`src/rtl/tlb_pkg.sv`:
```
package tlb_pkg;
    typedef enum logic [1:0] {
        ACC_READ  = 2'd0,
        ACC_WRITE = 2'd1,
        ACC_FETCH = 2'd2,
        ACC_RSVD  = 2'd3
    } acc_e;

    localparam int FLAG_W = 3;
    localparam int FL_WR  = 0;
    localparam int FL_EX  = 1;
    localparam int FL_USR = 2;

    typedef enum logic {
        WK_IDLE,
        WK_WAIT
    } wk_state_e;

    function automatic logic perm_ok(input logic [FLAG_W-1:0] fl,
                                     input logic [1:0]        acc,
                                     input logic              usr);
        logic ok;
        ok = 1'b1;
        if (acc == ACC_WRITE && !fl[FL_WR]) ok = 1'b0;
        if (acc == ACC_FETCH && !fl[FL_EX]) ok = 1'b0;
        if (acc == ACC_RSVD)                ok = 1'b0;
        if (usr && !fl[FL_USR])             ok = 1'b0;
        return ok;
    endfunction
endpackage

```
`src/rtl/tlb_match.sv`:
```
module tlb_match #(
    parameter int N     = 8,
    parameter int TAG_W = 36
) (
    input  logic [N-1:0]            vld,
    input  logic [N-1:0][TAG_W-1:0] tags,
    input  logic [TAG_W-1:0]        key,
    output logic [N-1:0]            hit
);
    for (genvar i = 0; i < N; i++) begin : g_cmp
        assign hit[i] = vld[i] && (tags[i] == key);
    end
endmodule

```
`src/rtl/tlb_victim.sv`:
```
module tlb_victim #(
    parameter int N     = 8,
    parameter int IDX_W = 3
) (
    input  logic [N-1:0]     vld,
    input  logic [IDX_W-1:0] rr_ptr,
    output logic [IDX_W-1:0] slot,
    output logic             full
);
    always_comb begin
        full = &vld;
        slot = rr_ptr;
        for (int i = N - 1; i >= 0; i--) begin
            if (!vld[i]) slot = IDX_W'(i);
        end
    end
endmodule

```
`src/rtl/tlb_ctrl.sv`:
```
module tlb_ctrl
    import tlb_pkg::*;
(
    input  logic clk,
    input  logic rst_n,
    input  logic miss,
    input  logic fill_valid,
    output logic walk_start,
    output logic walk_busy
);
    wk_state_e state, state_nx;

    always_ff @(posedge clk) begin
        if (!rst_n) state <= WK_IDLE;
        else        state <= state_nx;
    end

    always_comb begin
        state_nx = state;
        unique case (state)
            WK_IDLE: if (miss)       state_nx = WK_WAIT;
            WK_WAIT: if (fill_valid) state_nx = WK_IDLE;
            default:                 state_nx = WK_IDLE;
        endcase
    end

    always_comb begin
        walk_start = 1'b0;
        walk_busy  = 1'b0;
        unique case (state)
            WK_IDLE: walk_start = miss;
            WK_WAIT: walk_busy  = 1'b1;
            default: ;
        endcase
    end
endmodule

```
`src/rtl/tlb_cache.sv`:
```
module tlb_cache
    import tlb_pkg::*;
#(
    parameter int VA_W    = 48,
    parameter int OFF_W   = 12,
    parameter int PPN_W   = 28,
    parameter int ENTRIES = 8,
    localparam int VPN_W  = VA_W - OFF_W,
    localparam int PA_W   = PPN_W + OFF_W
) (
    input  logic               clk,
    input  logic               rst_n,
    input  logic               lk_valid,
    input  logic [VA_W-1:0]    lk_vaddr,
    input  logic [1:0]         lk_acc,
    input  logic               lk_user,
    output logic               lk_hit,
    output logic               lk_miss,
    output logic               lk_fault,
    output logic [PA_W-1:0]    lk_paddr,
    output logic               walk_start,
    output logic [VPN_W-1:0]   walk_vpn,
    output logic               walk_busy,
    input  logic               fill_valid,
    input  logic [VPN_W-1:0]   fill_vpn,
    input  logic [PPN_W-1:0]   fill_ppn,
    input  logic [FLAG_W-1:0]  fill_flags,
    input  logic               fill_global,
    input  logic               flush_user,
    input  logic               flush_all
);
    localparam int IDX_W = (ENTRIES > 1) ? $clog2(ENTRIES) : 1;

    logic [ENTRIES-1:0]             ent_vld, ent_glb;
    logic [ENTRIES-1:0][VPN_W-1:0]  ent_vpn;
    logic [ENTRIES-1:0][PPN_W-1:0]  ent_ppn;
    logic [ENTRIES-1:0][FLAG_W-1:0] ent_flg;
    logic [IDX_W-1:0]               rr_ptr;

    logic [VPN_W-1:0]  lk_vpn;
    logic [ENTRIES-1:0] lk_hv, fill_hv;
    logic [PPN_W-1:0]  sel_ppn;
    logic [FLAG_W-1:0] sel_flg;
    logic              lk_any, lk_ok;
    logic [IDX_W-1:0]  vic_slot, dup_slot, tgt;
    logic              vic_full, fill_dup, fill_take, evict;

    assign lk_vpn = lk_vaddr[VA_W-1:OFF_W];

    tlb_match #(.N(ENTRIES), .TAG_W(VPN_W)) u_lk_match (
        .vld(ent_vld), .tags(ent_vpn), .key(lk_vpn), .hit(lk_hv)
    );

    tlb_match #(.N(ENTRIES), .TAG_W(VPN_W)) u_fill_match (
        .vld(ent_vld), .tags(ent_vpn), .key(fill_vpn), .hit(fill_hv)
    );

    tlb_victim #(.N(ENTRIES), .IDX_W(IDX_W)) u_victim (
        .vld(ent_vld), .rr_ptr(rr_ptr), .slot(vic_slot), .full(vic_full)
    );

    // OR-mux: matching entries are unique because fills deduplicate
    always_comb begin
        sel_ppn  = '0;
        sel_flg  = '0;
        dup_slot = '0;
        for (int i = 0; i < ENTRIES; i++) begin
            if (lk_hv[i]) begin
                sel_ppn = sel_ppn | ent_ppn[i];
                sel_flg = sel_flg | ent_flg[i];
            end
            if (fill_hv[i]) dup_slot = IDX_W'(i);
        end
    end

    assign lk_any   = |lk_hv;
    assign lk_ok    = perm_ok(sel_flg, lk_acc, lk_user);
    assign lk_miss  = lk_valid && !lk_any;
    assign lk_hit   = lk_valid && lk_any && lk_ok;
    assign lk_fault = lk_valid && lk_any && !lk_ok;
    assign lk_paddr = {sel_ppn, lk_vaddr[OFF_W-1:0]};
    assign walk_vpn = lk_vpn;

    assign fill_dup  = |fill_hv;
    assign fill_take = fill_valid && !flush_user && !flush_all;
    assign tgt       = fill_dup ? dup_slot : vic_slot;
    assign evict     = fill_take && !fill_dup && vic_full;

    always_ff @(posedge clk) begin
        if (!rst_n) begin
            ent_vld <= '0;
            ent_glb <= '0;
            rr_ptr  <= '0;
        end else if (flush_all) begin
            ent_vld <= '0;
            rr_ptr  <= '0;
        end else if (flush_user) begin
            ent_vld <= ent_vld & ent_glb;
        end else if (fill_take) begin
            ent_vld[tgt] <= 1'b1;
            ent_glb[tgt] <= fill_global;
            if (evict) begin
                rr_ptr <= (rr_ptr == IDX_W'(ENTRIES - 1)) ? '0 : rr_ptr + 1'b1;
            end
        end
    end

    always_ff @(posedge clk) begin
        if (fill_take) begin
            ent_vpn[tgt] <= fill_vpn;
            ent_ppn[tgt] <= fill_ppn;
            ent_flg[tgt] <= fill_flags;
        end
    end

    tlb_ctrl u_ctrl (
        .clk(clk), .rst_n(rst_n), .miss(lk_miss), .fill_valid(fill_valid),
        .walk_start(walk_start), .walk_busy(walk_busy)
    );
endmodule

```
`config.mk`:
```
export PLATFORM = sky130hd
export DESIGN_NAME = tlb_cache
export DESIGN_NICKNAME = d
export VERILOG_FILES = /design/src/rtl/tlb_pkg.sv /design/src/rtl/tlb_match.sv /design/src/rtl/tlb_victim.sv /design/src/rtl/tlb_ctrl.sv /design/src/rtl/tlb_cache.sv
export SDC_FILE = /design/constraint.sdc
export NUM_CORES = 1
export LEC_CHECK = 0
export ABC_AREA = 1
export BUFFER_PORTS_ARGS = -buffer_cell sky130_fd_sc_hd__buf_2
export CORE_ASPECT_RATIO = 1.2
export CORE_UTILIZATION = 28
export CTS_CLUSTER_SIZE = 40
export DETAILED_ROUTE_END_ITERATION = 8
export PLACE_DENSITY_LB_ADDON = 0.25
export SYNTH_ARGS = -nofsm -noshare
export SYNTH_HDL_FRONTEND = slang
export SYNTH_SLANG_ARGS = --single-unit
```
`constraint.sdc`:
```
create_clock -name clk -period 9.5 [get_ports clk]
set_input_delay 0.95 -clock clk [delete_from_list [all_inputs] [get_ports clk]]
set_output_delay 0.95 -clock clk [all_outputs]
set_load 0.005 [all_outputs]
```
==> impl_metrics.csv, run 1 <==
group,metric,value,unit
status,run_status,"completed",
pwr,power.leakage,12.72,nW
worst_setup_path,worst_ep_required_time,8.55,ns
yosys,yosys.area.top_type,"edfxtp_1",
grt,antenna_found_initial,18,
pwr,seq_power_share,46.9,%
drt,drt-vias-per-instance,5.275,
timing,fin_skew,0.03639,ns
yosys,seq_area_frac_synth,58.04,%
yosys,synth-edff-count,536,
grt,gr-usage-all-layers,30.94,%
final_layout,final_layout_size_suffix_gt1_share,11.78,%
worst_setup_path,startpoint_type,"primary input",
grt,grt_pass1_vias,22960,
drt,route.vias.total,23870,
grt,overflow,0,
final_layout,utilization,32.35,%
min_path,hold_depth,2,
run,cap_violations,0,
yosys,synth_warnings,0,
drt,firstDrtPassIters,5,
clock_network,cts_made_buffers,67,
timing,hold_viol,0,
clock_network,cts_tree,"yes",
pwr,p_int,4.274,mW
drt,drc_errors,0,
clock_network,ctsHoldBuffers,0,
worst_setup_path,path_class,"primary input to output port",
clock_network,cts_buffer_depth,3,
pwr,p_switching,1.499,mW
final_layout,syn2layout_area_growth,14.13,%
timing,fin_tns_setup,0,ns
timing,fin_crit_sh,61.41,%
timing,finalSetupViolations,0,
clock_network,cts_setup_buffers,0,
drt,drt-total-wl,159700,µm
clock_network,htreeDepth,3,
final_layout,nets,3244,
yosys,synth_most_common_cell,"nand2_1",
floorplanning,die_y,351.0,µm
yosys,synth_top_cell_area_share,56.63,%
pwr,clkPwrFrac,45.2,%
worst_setup_path,critPathArrivalTime,4.88,ns
place,port_buffers,181,
pwr,netSwitchingFraction,25.96,%
grt,grt_pass1_wl,211200,µm
yosys,synthTopCellsByArea,"edfxtp_1 (57%), nand2_1 (11%), nor2_1 (4.8%)",
yosys,synth_commonest_cells,"nand2_1 (823), edfxtp_1 (536), nor2_1 (365)",
yosys,ys_ff_latch,556,
timing,slew_headroom,12.93,%
pwr,report.power.total,5.772,mW
floorplanning,die_w,292.8,µm
drt,first_iter_violations,2697,
floorplanning,start_util,28.35,%
floorplanning,rows,127,
drt,ant_nets,0,
pwr,comb_power_share,7.9,%
yosys,avgSynthCellArea,9.489,µm²
clock_network,cts.sinks,556,
floorplanning,design.core.area,100300,µm²
yosys,synthesis.nets,3122,
pwr,power_density,178.0,nW/µm²
clock_network,root_buffer,"clkbuf_16",
yosys,synth.distinct_cells,48,
place,place.gp.congestion,1.110,
yosys,syn_area,28420,µm²
final_layout,fillers,10440,
timing,max_freq,171.4,MHz
drt,post_drt_wl_per_cell,35.30,µm
yosys,synth_top_flop_cell,"edfxtp_1",
clock_network,cts_resized,0,
yosys,async_flop_share,0,%
min_path,hp-class,"flip-flop to flip-flop",
floorplanning,dieArea,102800,µm²
place,dp.final_hpwl,118600,µm
timing,period_needed,5.834,ns
timing,worst_pin_slew,1.296,ns
timing,rsz0062_at_grt,"no",
clock_network,clk_pin_slew,0.06,ns
clock_network,insertion_delay,0.66,ns
worst_setup_path,reg2regPathDepth,14,
floorplanning,pin_count,206,
timing,slew_violations,0,
worst_setup_path,worst_setup_path_end_kind,"output port",
worst_setup_path,crit_fanout,29,
pwr,max-vdd-ir-drop,190.8,µV
grt,grt_max_degree,49,
yosys,synthCells,2995,
[registers in the layout, indices dropped and copies added (netlist names)]
signal / flops
ent_glb: 8
u_ctrl.state: 1
ent_vpn: 288
ent_flg: 24
ent_ppn: 224
ent_vld: 8
rr_ptr: 3
[power by group through the flow]
stage               logic, mW  registers [mW]  clock network [mW]
detailed placement      0.442            2.76                   0
floorplan               0.204            2.75                   0
finish                  0.458            2.71                2.61
global placement        0.446            2.76                   0
CTS                     0.443            2.71                2.65
global route            0.465            2.71                2.73
[final cells by class]
cell class                 instances  area, µm²  area share (%)
multi-input combinational       1925       9634           29.70
antenna                            4      10.01         0.03086
clock inverter                    37      360.3           1.111
sequential                       556      16500           50.86
clock buffer                      82       1785           5.505
tap                             1354       1694           5.223
timing repair buffer             204       1079           3.325
inverter                         363       1378           4.247
[path summary, 6_finish.rpt]
check,slack (ns),endpoint,startpoint
worst max-delay path,3.67,lk_hit,lk_vaddr[37]
worst min-delay path,0.48,u_ctrl.state$_SDFF_PN0_,u_ctrl.state$_SDFF_PN0_
worst max register to register,4.71,ent_ppn[143]$_DFFE_PP_,ent_vpn[160]$_DFFE_PP_
worst min register to register,0.48,u_ctrl.state$_SDFF_PN0_,u_ctrl.state$_SDFF_PN0_
[worst max-delay path: stages]
cell      delay (ns)
buf_2           0.27
inv_1           0.54
o221ai_1        0.36
nor3_1          0.90
nand2_1         0.10
nor2_1          0.42
nand2_1         0.13
inv_1           0.09
buf_4           0.41
nand2_1         0.08
and3_1          0.17
nand3b_1        0.11
nand2_1         0.06
nor2_1          0.11
buf_2           0.14
[through the flow]
stage	cells	hold slack [ns]	instance area, µm²	setup WS [ns]
4_1_cts	4521	0.4804	32430	3.777
3_5_place_dp	4402	0.4706	30280	3.792
2_1_floorplan	2995	0.4535	28420	5.128
6_report	4525	0.4776	32440	3.666
3_3_place_gp	4402	0.4638	30280	3.730
5_1_grt	4521	0.5091	32430	3.603
[per-layer routing]
layer	up-vias	GRT usage (%)	share of wire, %
met5	-	0	0.077
met2	1261	49.39	46
met3	358	4.947	6.9
li1	10310	-	-
met1	11920	37.70	39
met4	22	23.31	8.5
[cell usage in the layout (no fill, tap or decap), types with 12 or more instances in the layout]
cell type and count:
clkinv_2 13, nand4_1 44, edfxtp_1 536, a32o_1 60
inv_1 329, clkbuf_16 69, clkbuf_1 12, a21oi_1 27
inv_2 24, nor2_1 360, nand3_1 91, a22o_1 39
nor3_1 16, nand2_1 823, o21ai_0 88, o22ai_1 128
buf_4 23, buf_2 181, xor2_1 39, dfxtp_1 20
xnor2_1 107
[cells by family (layout without fill, tap and decap cells)]
kind of cell,count (synthesis),count (layout),share of synthesized area [%]
buf+inv,514,686,8.290
other cells,0,4,0
xor+xnor,146,146,4.499
flops,556,556,58.04
fa+ha+maj,2,2,0.08803
simple gates,1394,1394,19.85
compound gates,383,383,9.236
Note: power is estimated with default switching activity, not from simulation.
==> run 2, diff against run 1 <==
==> constraint.sdc (replaced) <==
create_clock -name clk -period 4.8 [get_ports clk]
set_input_delay 0.48 -clock clk [delete_from_list [all_inputs] [get_ports clk]]
set_output_delay 0.48 -clock clk [all_outputs]
set_load 0.005 [all_outputs]
==> impl_metrics.csv, run 2 (synthesized netlist as in run 1, its figures left out) <==
group,metric,value,unit
timing,rsz0062_at_grt,"no",
grt,grt_pass1_wl,213000,µm
grt,grt_max_degree,33,
final_layout,nets,3402,
worst_setup_path,critPathSlowestCell,"nor3_1",
grt,grt_pass1_vias,23520,
floorplanning,dieArea,102800,µm²
timing,worst_slack,0.2535,ns
clock_network,cts_made_buffers,68,
timing,fin_skew,0.03386,ns
worst_setup_path,worst_setup_path_end_kind,"output port",
clock_network,cts_buffer_depth,3,
timing,period_needed,4.547,ns
floorplanning,design.core.area,100300,µm²
clock_network,cts.sinks,556,
pwr,power_density,344.5,nW/µm²
worst_setup_path,startpoint_type,"flip-flop",
status,run_status,"completed",
worst_setup_path,max_stage_delay,0.65,ns
final_layout,syn2layout_area_growth,20.37,%
run,cap_violations,0,
clock_network,htreeDepth,3,
final_layout,fillers,10370,
pwr,max-vdd-ir-drop,284.0,µV
place,pre_cts_slack,0.5739,ns
place,place.gp.congestion,1.112,
drt,drt-total-wl,162200,µm
grt,gr-usage-all-layers,31.27,%
clock_network,clk_pin_slew,0.06,ns
grt,grtUsageMet3,4.935,%
clock_network,cts_setup_buffers,0,
timing,fin_tns_setup,0,ns
floorplanning,rows,127,
pwr,power.leakage,13.67,nW
worst_setup_path,worst_ep_required_time,4.32,ns
grt,busiest_layer,"met2",
floorplanning,die_w,292.8,µm
final_layout,final_layout_size_suffix_gt1_share,15.88,%
timing,holdWs,0.08140,ns
timing,hold_viol,0,
drt,ant_nets,0,
final_layout,fin_area,34210,µm²
timing,slew_violations,0,
worst_setup_path,path_cells,"nand2_1 -> o21ai_0 -> nor3_1 -> nand2_1 -> nor2_1 -> and2_2 -> buf_12 -> a22o_1 -> inv_1 -> nand4_1 -> buf_2",
place,placed_cell_area,31920,µm²
final_layout,mostFrequentLayoutCell,"nand2_1",
final_layout,top_regs,"ent_vpn (288), ent_ppn (224), ent_flg (24)",
floorplanning,pin_count,206,
grt,met1_usage,37.94,%
drt,drt-vias-per-instance,5.242,
worst_setup_path,path_class,"flip-flop to output port",
floorplanning,start_util,28.35,%
drt,drc_errors,0,
drt,route.vias.total,24540,
min_path,hp-class,"primary input to flip-flop",
timing,finalSetupViolations,0,
place,dp.final_hpwl,127100,µm
final_layout,largest_register_ffs,288,
clock_network,ctsHoldBuffers,0,
grt,overflow,0,
drt,firstDrtPassIters,8,
final_layout,top_register,"ent_vpn",
clock_network,root_buffer,"clkbuf_16",
grt,antenna_found_initial,10,
clock_network,insertion_delay,0.66,ns
floorplanning,die_y,351.0,µm
timing,worst_pin_slew,0.9258,ns
grt,use_met2,50.12,%
place,port_buffers,181,
timing,fin_crit_sh,94.72,%
pwr,report.power.total,11.79,mW
worst_setup_path,crit_fanout,21,
clock_network,cts_resized,0,
timing,slew_headroom,37.77,%
drt,post_drt_wl_per_cell,34.64,µm
final_layout,mostFrequentLayoutCells,"nand2_1 (823), edfxtp_1 (536), nor2_1 (360)",
drt,first_iter_violations,3011,
worst_setup_path,crit_top_cell,"nand2_1",
timing,max_freq,219.9,MHz
worst_setup_path,critPathArrivalTime,4.07,ns
clock_network,cts_tree,"yes",
run 2: changes by cell type in the layout (fill, tap and decap cells not counted), moves of 2 or more:
cell       delta
bufinv_16     +5
clkinv_4      -4
inv_6         -2
clkinv_1      +4
clkbuf_16     +2
buf_4       +121
buf_12       +36
clkinv_2      -4
run 2: power by group:
group	switching, mW	internal [mW]
logic	0.745	0.231
registers	0.0161	5.34
clock network	2.20	3.26
run 2: cell type report:
| cell class | count | area (µm²) | area share (%) |
|---|---|---|---|
| Sequential cell | 556 | 16500 | 48.22 |
| Multi-Input combinational cell | 1925 | 9641 | 28.18 |
| Timing Repair Buffer | 361 | 2708 | 7.914 |
| Clock buffer | 84 | 1836 | 5.365 |
| Tap cell | 1354 | 1694 | 4.952 |
| Inverter | 363 | 1378 | 4.027 |
| Clock inverter | 36 | 452.9 | 1.324 |
| Antenna cell | 3 | 7.507 | 0.02194 |
run 2: critical path, delay by kind of cell (launching register included):
| kind | cells | cell delay [ns] |
|---|---|---|
| AND/OR/NAND/NOR | 6 | 2.06 |
| AO/OA/AOI/OAI | 2 | 0.30 |
| buffers and inverters | 3 | 0.40 |
| flip-flops | 1 | 0.63 |
run 2: stage by stage:
| step | cells | utilization (%) |
|---|---|---|
| 5_1_grt | 4679 | 34.11 |
| 2_1_floorplan | 2995 | - |
| 3_5_place_dp | 4559 | 31.83 |
| 4_1_cts | 4679 | 34.11 |
| 6_report | 4682 | 34.12 |
| 3_3_place_gp | 4559 | 31.82 |
run 2: metal layers:
metal / share of wire (%) / wire length [µm] / up-vias
met2: 46 / 73970 / 1446
met5: 0.051 / 82 / -
met4: 8.5 / 13750 / 14
met3: 7.6 / 12320 / 390
met1: 38 / 62050 / 12080
li1: - / - / 10610
run 2: final timing paths:
check / from / endpoint / slack (ns) / cells after the start
setup / recovery: ent_vpn[160]$_DFFE_PP_ / lk_paddr[23] / 0.25 / 11
hold / removal: fill_vpn[0] / ent_vpn[144]$_DFFE_PP_ / 0.08 / 1
setup reg to reg: ent_vpn[170]$_DFFE_PP_ / ent_ppn[45]$_DFFE_PP_ / 1.11 / 14
hold reg to reg: u_ctrl.state$_SDFF_PN0_ / u_ctrl.state$_SDFF_PN0_ / 0.48 / 2
